===== src/rtl/ssrx_pkg.sv =====
package ssrx_pkg;
  localparam int SSRX_DATA_W = 8;
  localparam int SSRX_SYNC   = 2;

  // index of the final bit of a frame
  function automatic int frame_last(input logic nine, input int dw);
    return nine ? dw : dw - 1;
  endfunction
endpackage


===== src/rtl/ssrx_sync.sv =====
module ssrx_sync #(
  parameter int STAGES = 2,
  parameter int WIDTH  = 1
) (
  input  logic             clk,
  input  logic             rst_n,
  input  logic [WIDTH-1:0] d_i,
  output logic [WIDTH-1:0] q_o
);
  logic [STAGES-1:0][WIDTH-1:0] chain;

  always_ff @(posedge clk or negedge rst_n) begin
    if (!rst_n) chain <= '0;
    else begin
      chain[0] <= d_i;
      for (int s = 1; s < STAGES; s++) chain[s] <= chain[s-1];
    end
  end

  assign q_o = chain[STAGES-1];
endmodule


===== src/rtl/ssrx_shifter.sv =====
module ssrx_shifter #(
  parameter int DATA_W = 8
) (
  input  logic          clk,
  input  logic          rst_n,
  input  logic          active_i,
  input  logic          sample_i,
  input  logic          din_i,
  input  logic          nine_i,
  output logic          word_done_o,
  output logic [DATA_W:0] word_o
);
  import ssrx_pkg::*;
  localparam int CW = $clog2(DATA_W + 2);

  logic [CW-1:0]   cnt;
  logic [DATA_W:0] acc;
  logic            at_last;

  function automatic logic [DATA_W:0] put_bit(input logic [DATA_W:0] a,
                                              input logic [CW-1:0] idx,
                                              input logic b);
    logic [DATA_W:0] r;
    r = a;
    r[idx] = b;
    return r;
  endfunction

  assign at_last     = (cnt == CW'(frame_last(nine_i, DATA_W)));
  assign word_done_o = active_i && sample_i && at_last;
  assign word_o      = put_bit(acc, cnt, din_i);

  always_ff @(posedge clk or negedge rst_n) begin
    if (!rst_n) begin
      cnt <= '0;
      acc <= '0;
    end else if (!active_i) begin
      cnt <= '0;
      acc <= '0;
    end else if (sample_i) begin
      if (at_last) begin
        cnt <= '0;
        acc <= '0;
      end else begin
        cnt <= cnt + CW'(1);
        acc <= word_o;
      end
    end
  end
endmodule


===== src/rtl/ssrx_holding.sv =====
module ssrx_holding #(
  parameter int DATA_W = 8
) (
  input  logic              clk,
  input  logic              rst_n,
  input  logic              word_done_i,
  input  logic [DATA_W:0]   word_i,
  input  logic              nine_i,
  input  logic              rd_i,
  input  logic              cont_en_i,
  output logic [DATA_W-1:0] data_o,
  output logic              bit9_o,
  output logic              done_o,
  output logic              ovr_o
);
  logic collide;
  assign collide = word_done_i && done_o && !rd_i;

  always_ff @(posedge clk or negedge rst_n) begin
    if (!rst_n) begin
      data_o <= '0;
      bit9_o <= 1'b0;
      done_o <= 1'b0;
      ovr_o  <= 1'b0;
    end else begin
      if (collide) begin
        ovr_o <= 1'b1;
      end else if (word_done_i) begin
        data_o <= word_i[DATA_W-1:0];
        bit9_o <= nine_i ? word_i[DATA_W] : 1'b0;
        done_o <= 1'b1;
      end else if (rd_i) begin
        done_o <= 1'b0;
      end
      if (!cont_en_i) ovr_o <= 1'b0;
    end
  end
endmodule


===== src/rtl/sync_slave_rx.sv =====
module sync_slave_rx #(
  parameter int DATA_W      = ssrx_pkg::SSRX_DATA_W,
  parameter int SYNC_STAGES = ssrx_pkg::SSRX_SYNC
) (
  input  logic              clk,
  input  logic              rst_n,
  input  logic              ser_clk_i,
  input  logic              ser_data_i,
  input  logic              port_en_i,
  input  logic              cont_rx_en_i,
  input  logic              single_rx_en_i,
  input  logic              nine_bit_i,
  input  logic              irq_en_i,
  input  logic              rd_data_i,
  output logic [DATA_W-1:0] rx_data_o,
  output logic              rx_bit9_o,
  output logic              overrun_o,
  output logic              rx_done_o,
  output logic              irq_o
);
  logic [1:0]      sync_q;
  logic            clk_prev;
  logic            sample_rise;
  logic            rx_active;
  logic            word_done;
  logic [DATA_W:0] word_bits;
  logic            sre_unused;

  assign sre_unused = single_rx_en_i;
  assign rx_active  = port_en_i && cont_rx_en_i;

  ssrx_sync #(.STAGES(SYNC_STAGES), .WIDTH(2)) u_sync (
    .clk(clk), .rst_n(rst_n),
    .d_i({ser_clk_i, ser_data_i}), .q_o(sync_q)
  );

  always_ff @(posedge clk or negedge rst_n) begin
    if (!rst_n) clk_prev <= 1'b0;
    else        clk_prev <= sync_q[1];
  end
  assign sample_rise = sync_q[1] && !clk_prev;

  ssrx_shifter #(.DATA_W(DATA_W)) u_shift (
    .clk(clk), .rst_n(rst_n),
    .active_i(rx_active), .sample_i(sample_rise), .din_i(sync_q[0]),
    .nine_i(nine_bit_i), .word_done_o(word_done), .word_o(word_bits)
  );

  ssrx_holding #(.DATA_W(DATA_W)) u_hold (
    .clk(clk), .rst_n(rst_n),
    .word_done_i(word_done), .word_i(word_bits), .nine_i(nine_bit_i),
    .rd_i(rd_data_i), .cont_en_i(cont_rx_en_i),
    .data_o(rx_data_o), .bit9_o(rx_bit9_o), .done_o(rx_done_o), .ovr_o(overrun_o)
  );

  assign irq_o = rx_done_o && irq_en_i;
endmodule


===== config.mk =====
export PLATFORM = sky130hd
export DESIGN_NAME = sync_slave_rx
export DESIGN_NICKNAME = d
export VERILOG_FILES = /design/src/rtl/ssrx_pkg.sv /design/src/rtl/ssrx_sync.sv /design/src/rtl/ssrx_shifter.sv /design/src/rtl/ssrx_holding.sv /design/src/rtl/sync_slave_rx.sv
export SDC_FILE = /design/constraint.sdc
export NUM_CORES = 1
export LEC_CHECK = 0
export CORE_UTILIZATION = 50
export DETAILED_ROUTE_END_ITERATION = 10
export PLACE_DENSITY = 0.8
export SYNTH_ARGS = -nofsm -noshare
export SYNTH_HDL_FRONTEND = slang
export SYNTH_SLANG_ARGS = --single-unit

===== constraint.sdc =====
create_clock -name clk -period 2.1 [get_ports clk]
set_input_delay 0.21 -clock clk [delete_from_list [all_inputs] [get_ports clk]]
set_output_delay 0.21 -clock clk [all_outputs]
set_load 0.02 [all_outputs]

==> flow_metrics.tcl, run 1 <==
set metrics [dict create \
    layout_worst_path_cycle_share 0.882 \
    worstPathRequired_ps 2310 \
    vdd_drop_max_v 0.000505 \
    holdWs_ps 247 \
    status "complete, no violations" \
    synth_edf_count 0 \
    drt_wl_total_microns 2580 \
    worst_slew_pin_slew_ps 648 \
    syn_nets 125 \
    stdcell_area_sq_mm 0.00167 \
    hold_path_class "primary input to async pin" \
    nets 154 \
    synth_ff_type "dfrtp_1" \
    start_util 0.537 \
    ys_ff_latch 29 \
    antenna_left 0 \
    max_freq_mhz 540 \
    syn_inst 111 \
    switching_share 0.222 \
    syn_area_per_cell_sq_um 12.2 \
    max_cap_violations 0 \
    yosysUniqueCellTypes 29 \
    core_area_sq_mm 0.00252 \
    die_height_microns 54.1 \
    layout_commonest_cell "dfrtp_1" \
    fillerInstances 224 \
    numCtsBuffers 5 \
    power_density_mw_per_mm2 573 \
    dpl_cell_area_sq_mm 0.00161 \
    gr-total-overflow 0 \
    grt_usage 0.216 \
    fin_skew_ps 8.76 \
    slew_violations 0 \
    start_kind "flip-flop" \
    post_cts_resized 0 \
    rsz0062_at_grt "false" \
    routedWlPerCell_microns 15.2 \
    criticalPathCategory "flip-flop to flip-flop" \
    drc 0 \
    utilization 0.662 \
    cts-root-buf "clkbuf_4" \
    p_comb_frac 0.050 \
    grt_antenna_before_repair 0 \
    clock_power_share 0.354 \
    cts_sinks 29 \
    gp_congestion 0.844 \
    clockBufferDepth 2 \
    area_growth_pct 23.2 \
    numPortBuffers 20 \
    grt_pass1_vias 941 \
    period_minus_slack_ps 1850 \
    dr_total_vias 941 \
    cts-hold-fix-buffers 0 \
    cellLeakagePower_nw 0.788 \
    diodes 0 \
    cts_tree "yes" \
    cts_max_level 2 \
    clk_latency_ps 330 \
    die_width_microns 54.1 \
    hold_violations 0 \
    intPower_mw 0.744 \
    critPathCaptureType "flip-flop" \
    max_slew_margin 0.568 \
    yosysWarnings 0 \
    setup_tns_ps 0 \
    vias_per_cell 5.54 \
    post_cts_buffers 0 \
    rows 18 \
    finalSetupViolations 0 \
    dieArea_sq_mm 0.00292 \
    layout-drive-gt1-share 0.186 \
    crit_path_max_fanout 8 \
    final_cell_mix "dfrtp_1, clkdlybuf4s50_1, nand2_1" \
    synth_area_sq_mm 0.00136 \
    grt_pass1_wl_microns 4240 \
    grt_max_degree 30 \
    clk_pin_slew_ps 90 \
    dr.first_iter.drc_count 15 \
    dr.pass1.iters 4 \
    ys_seq_area_frac 0.536 \
    switching_power_mw 0.213 \
    crit_arrival_ps 2060 \
    synthArstFlopShare 1.00 \
    dp_hpwl_microns 1800 \
    p_seq_frac 0.596 \
    ioPinCount 22 \
]
-- worst max-delay path, cell delays in order, from the launching register on --
cell and delay [ps]:
dfrtp_1 480, nand4b_2 270, o22a_2 250, nor3b_2 220, buf_4 200, mux2_4 310
-- flip-flops by register name (all words and copies together), names as in the netlist --
signal / flops
u_shift.acc: 9
u_hold.data_o: 8
u_shift.cnt: 4
u_sync.chain: 2
u_sync.q_o: 2
clk_prev: 1
u_hold.bit9_o: 1
u_hold.done_o: 1
u_hold.ovr_o: 1
-- synthesized netlist by cell type (all sizes together) (2+ instances only) --
cell type	count	area share
buf	2	0.012
clkbuf	2	0.0055
mux2i	7	0.052
inv	5	0.014
a32o	6	0.044
nand2b	3	0.014
mux2	11	0.11
o21ai	6	0.022
dfrtp	29	0.54
nand2	16	0.044
nor2	3	0.0083
nor2b	3	0.014
ha	4	0.037
-- metrics by stage --
stage / total power [mW] / setup slack, ps / instances
floorplan: 0.595 / 396 / 111
CTS: 0.968 / 267 / 170
finish: 0.957 / 248 / 170
global route: 0.990 / 171 / 170
global placement: 0.628 / 146 / 163
detailed placement: 0.630 / 135 / 163
-- power groups by stage --
| stage | clock (mW) | sequential (mW) | combinational (mW) |
|---|---|---|---|
| after global routing | 0.365 | 0.572 | 0.0536 |
| after detailed placement | 0 | 0.581 | 0.0487 |
| after floorplan | 0 | 0.578 | 0.0165 |
| after global placement | 0 | 0.581 | 0.0470 |
| final | 0.339 | 0.570 | 0.0478 |
| after CTS | 0.349 | 0.570 | 0.0489 |
-- area by class of cell --
cell class / count / area [sq um] / area share
clock buffers: 7 / 55.1 / 0.0330
well taps: 30 / 37.5 / 0.0225
multi-input cells: 73 / 587 / 0.352
flip-flops and latches: 29 / 726 / 0.435
inverters: 5 / 18.8 / 0.0112
repair buffers: 26 / 245 / 0.147
-- kinds of logic (layout without fill, tap and decap cells) --
family | Yosys count | after routing | share of synthesized area
AO/OA/AOI/OAI | 18 | 18 | 0.101
flip-flops | 29 | 29 | 0.536
adder cells (fa/ha/maj) | 4 | 4 | 0.0369
buffers and inverters | 9 | 38 | 0.0314
AND/OR/NAND/NOR | 33 | 33 | 0.136
multiplexers | 18 | 18 | 0.160
-- path summary, 6_finish.rpt --
kind / startpoint / cells past startpoint / to / slack [ps]
setup / recovery: u_shift.cnt[3] / 5 / u_hold.data_o[5] / 250
hold / removal: rst_n / 2 / u_hold.data_o[2] / 250
setup reg to reg: u_shift.cnt[3] / 5 / u_hold.data_o[5] / 250
hold reg to reg: u_sync.chain[1] / 0 / u_sync.q_o[1] / 360
max in group asynchronous: rst_n / 2 / u_hold.data_o[1] / 1580
min in group clk: ser_data_i / 1 / u_sync.chain[0] / 320
-- per-layer routing --
layer	track usage	wire (microns)	share of wire	up-vias
met1	0.273	1180	0.46	468
met2	0.323	1230	0.48	17
li1	-	-	-	446
met3	0.0847	100	0.039	10
met5	0	0	0	-
met4	0.103	68	0.026	0
Power figures use the tool's default switching activity.
==> run 2: changes to the inputs <==
CAP_MARGIN = 15   (was unset)
CORE_MARGIN = 4   (was unset)
==> run 2 against run 1 <==
- combinational power barely moved
- global-route usage down 3.8 points
- power is 2.5% lower
- critical endpoint is now u_hold.data_o[6]
- non-clock buffer count unchanged
- cell area decreased by 0.38%
- sequential share of layout area rose by 0.16 points
- cell count increased by 0.59%
- first-iteration DRC count rose by 47%
- critical path depth did not move
==> flow_metrics.tcl, run 2 (synthesis results as in run 1) <==
set metrics [dict create \
    drt_wl_total_microns 2630 \
    max_freq_mhz 544 \
    max_cap_violations 0 \
    hold_path_class "primary input to async pin" \
    dr.first_iter.drc_count 22 \
    ioPinCount 22 \
    cts_sinks 29 \
    cts-root-buf "clkbuf_4" \
    period_minus_slack_ps 1840 \
    antenna_left 0 \
    hold_violations 0 \
    crit_arrival_ps 2050 \
    grt_antenna_before_repair 0 \
    critPathCaptureType "flip-flop" \
    post_cts_resized 0 \
    max_flop_register "u_shift.acc" \
    layout_worst_path_cycle_share 0.876 \
    area_growth_pct 22.7 \
    cts_max_level 2 \
    power_density_mw_per_mm2 561 \
    final_cell_mix "dfrtp_1, clkdlybuf4s50_1, nand2_1" \
    clk_latency_ps 320 \
    max_slew_margin 0.603 \
    reg_top3 "u_shift.acc (9), u_hold.data_o (8), u_shift.cnt (4)" \
    gr-total-overflow 0 \
    status "complete, no violations" \
    criticalPathCategory "flip-flop to flip-flop" \
    power.total_mw 0.933 \
    dr_total_vias 938 \
    fillerInstances 210 \
    post_cts_buffers 0 \
    routedWlPerCell_microns 15.4 \
    grt.busiest_layer "met2" \
    rsz0062_at_grt "false" \
    cts-hold-fix-buffers 0 \
    crit_path_max_fanout 8 \
    start_util 0.537 \
    seq_area_sq_um 726 \
    worst_slew_pin_slew_ps 596 \
    clk_pin_slew_ps 90 \
    dr.pass1.iters 4 \
    dp_hpwl_microns 1880 \
    fin_skew_ps 6.63 \
    drc 0 \
    layout_commonest_cell "dfrtp_1" \
    dieArea_sq_mm 0.00361 \
    start_kind "flip-flop" \
    numCtsBuffers 5 \
    vias_per_cell 5.49 \
    setup_tns_ps 0 \
    layout-drive-gt1-share 0.177 \
    met1_usage 0.234 \
    grt_max_degree 30 \
    finalSetupViolations 0 \
    slew_violations 0 \
    vdd_drop_max_v 0.000518 \
    rows 18 \
    cts_tree "yes" \
    core_area_sq_mm 0.00252 \
    nets 154 \
    largest_reg_flops 9 \
    gp_congestion 0.899 \
    numPortBuffers 20 \
    multi_input_area_sq_um 587 \
    worstPathRequired_ps 2310 \
    met3_usage 0.0648 \
    grt_usage 0.178 \
    diodes 0 \
    die_height_microns 60.1 \
    grt_pass1_wl_microns 4700 \
    grt_util_met2 0.276 \
    cellLeakagePower_nw 0.784 \
    die_width_microns 60.1 \
    grt_pass1_vias 1032 \
    clockBufferDepth 2 \
]
-- run 2: final timing paths --
kind | start | end | slack (ps) | cells past startpoint
hold / removal | rst_n | u_hold.ovr_o | 250 | 2
hold reg to reg | u_sync.chain[1] | u_sync.q_o[1] | 360 | 0
max in group asynchronous | rst_n | u_hold.data_o[1] | 1570 | 2
min in group clk | ser_data_i | u_sync.chain[0] | 330 | 1
setup / recovery | u_shift.cnt[0] | u_hold.data_o[6] | 260 | 5
setup reg to reg | u_shift.cnt[0] | u_hold.data_o[6] | 260 | 5
-- run 2: worst max-delay path, stage by stage, from the launching register on --
cell and delay (ps):
dfrtp_1 480, nand4bb_1 240, o22a_2 260, nor3b_2 230, buf_4 210, mux2_4 310
-- run 2: metal layers --
layer	vias up	share of wire
met5	-	0
met4	0	0.014
met3	4	0.038
met2	17	0.48
met1	467	0.47
li1	450	-
-- run 2: cell type report --
type | count | share of cell area
flip-flops and latches | 29 | 0.436
well taps | 30 | 0.0226
clock buffers | 8 | 0.0293
inverters | 5 | 0.0113
multi-input cells | 73 | 0.353
repair buffers | 26 | 0.147
-- run 2: where the power goes --
part           total [mW]  switching (mW)  internal, mW
clock network       0.316           0.182         0.133
registers           0.570         0.00588         0.564
logic              0.0479          0.0255        0.0224
-- run 2: metrics by stage --
| stage | hold WS [ps] | cell area [sq um] | utilization | worst slack, ps | instances |
|---|---|---|---|---|---|
| after floorplan | -85.6 | 1360 | - | 396 | 111 |
| after global routing | 272 | 1660 | 0.659 | 150 | 171 |
| final | 254 | 1660 | 0.659 | 261 | 171 |
| after global placement | 334 | 1610 | 0.640 | 144 | 163 |
| after CTS | 262 | 1660 | 0.659 | 260 | 171 |
| after detailed placement | 340 | 1610 | 0.640 | 120 | 163 |
==> run 3: changes to the inputs <==
CORE_ASPECT_RATIO = 0.7   (was unset)
RECOVER_POWER = 50   (was unset)
SKIP_CTS_REPAIR_TIMING = 1   (was unset)
==> run 3 against run 2 <==
- the run now ends with capacitance limit, slew limit left
- via count rose by 2.0%
- clock skew fell by 3.6 ps
- setup slack got worse by 4.0 ps
- largest power group unchanged
==> flow_metrics.tcl, run 3 (synthesis results as in run 1) <==
set metrics [dict create \
    status "finished, violations left" \
    violations "capacitance limit, slew limit" \
    cts_sinks 29 \
    dp_hpwl_microns 1840 \
    diodes 0 \
    die_width_microns 70.2 \
    routedWlPerCell_microns 15.3 \
    cts_max_level 2 \
    crit_family "flip-flops" \
    drt_wl_total_microns 2680 \
    grt_max_degree 30 \
    numCtsBuffers 5 \
    antenna_left 0 \
    max_cap_violations 1 \
    start_util 0.539 \
    power_density_mw_per_mm2 647 \
    layout_worst_path_cycle_share 0.878 \
    utilization 0.683 \
    slowest_stage "dfrtp_1" \
    area_growth_pct 26.7 \
    power.total_mw 1.11 \
    path_cells "nand4bb_1 > o22a_2 > nor3b_2 > buf_4 > mux2_4" \
    cellLeakagePower_nw 0.805 \
    period_minus_slack_ps 1840 \
    grt_antenna_before_repair 0 \
    clk_pin_slew_ps 60 \
    grt_pass1_wl_microns 4680 \
    vias_per_cell 5.47 \
    clockBufferDepth 2 \
    core_area_sq_mm 0.00251 \
    max_flop_register "u_shift.acc" \
    final_cell_mix "dfrtp_1, clkdlybuf4s50_1, nand2_1" \
    holdWs_ps 350 \
    max_freq_mhz 543 \
    worstPathRequired_ps 2260 \
    crit_path_max_fanout 8 \
    die_height_microns 51.6 \
    rows 15 \
    dr_total_vias 957 \
    cts-root-buf "clkbuf_8" \
    layout-drive-gt1-share 0.191 \
    ioPinCount 22 \
    slew_violations 30 \
    setup_tns_ps 0 \
    nets 154 \
    path_buf_inv 1 \
    start_kind "flip-flop" \
    largest_reg_flops 9 \
    gr-total-overflow 0 \
    dieArea_sq_mm 0.00362 \
    hold_path_class "flip-flop to flip-flop" \
    layout_commonest_cell "dfrtp_1" \
    drc 0 \
    rsz0062_at_grt "false" \
    fillerInstances 203 \
    dr.first_iter.drc_count 21 \
    crit_arrival_ps 2000 \
    clk_latency_ps 270 \
    place_ws_ps 103 \
    criticalPathCategory "flip-flop to flip-flop" \
    hold_violations 0 \
    cpPeakStageDelay_ps 480 \
    critPathCaptureType "flip-flop" \
    vdd_drop_max_v 0.000433 \
    grt_pass1_vias 974 \
    grt_usage 0.169 \
    dr.pass1.iters 4 \
    numPortBuffers 20 \
    seq_area_sq_um 726 \
    finalSetupViolations 0 \
    max_slew_margin -0.0346 \
    multi_input_area_sq_um 587 \
    worst_slew_pin_slew_ps 1550 \
    worst_slack_ps 257 \
    gp_congestion 0.780 \
    fin_skew_ps 3.00 \
    cts_tree "yes" \
    reg_top3 "u_shift.acc (9), u_hold.data_o (8), u_shift.cnt (4)" \
]
-- run 3: routing by layer --
metal	part of all wire	vias to the layer above	GRT usage
met3	0.042	4	0.0502
li1	-	451	-
met5	0	-	0
met4	0.011	0	0.0669
met1	0.48	484	0.229
met2	0.47	18	0.256
-- run 3: final cells by class --
cell class              count  share of cell area
clock buffers               7              0.0561
well taps                  34              0.0248
inverters                   5              0.0109
multi-input cells          73               0.342
repair buffers             26               0.141
clock inverters             1             0.00292
flip-flops and latches     29               0.423
-- run 3: per-stage QoR --
| step | cell area, sq um | instances |
|---|---|---|
| global route | 1720 | 175 |
| global placement | 1620 | 167 |
| finish | 1720 | 175 |
| floorplan | 1360 | 111 |
| detailed placement | 1620 | 167 |
| CTS | 1720 | 175 |
-- run 3: worst paths after layout --
path	from	to	slack, ps	cells after the start
worst min-delay path	u_sync.chain[0]	u_sync.q_o[0]	350	0
max in group asynchronous	rst_n	u_shift.acc[2]	410	2
worst max register to register	u_shift.cnt[0]	u_hold.data_o[6]	260	5
worst max-delay path	u_shift.cnt[0]	u_hold.data_o[6]	260	5
min in group asynchronous	rst_n	u_shift.cnt[0]	780	2
worst min register to register	u_sync.chain[0]	u_sync.q_o[0]	350	0
-- run 3: report_power, final --
part           switching, mW  internal, mW  leakage [nW]
clock                  0.196         0.295        0.0542
sequential           0.00608         0.565         0.378
combinational         0.0267        0.0208         0.373
total                  0.229         0.881         0.805
-- run 3: worst register-to-register path, stage by stage, from the launching register on --
cell,delay (ps)
dfrtp_1,480
nand4bb_1,240
o22a_2,270
nor3b_2,220
buf_4,200
mux2_4,310
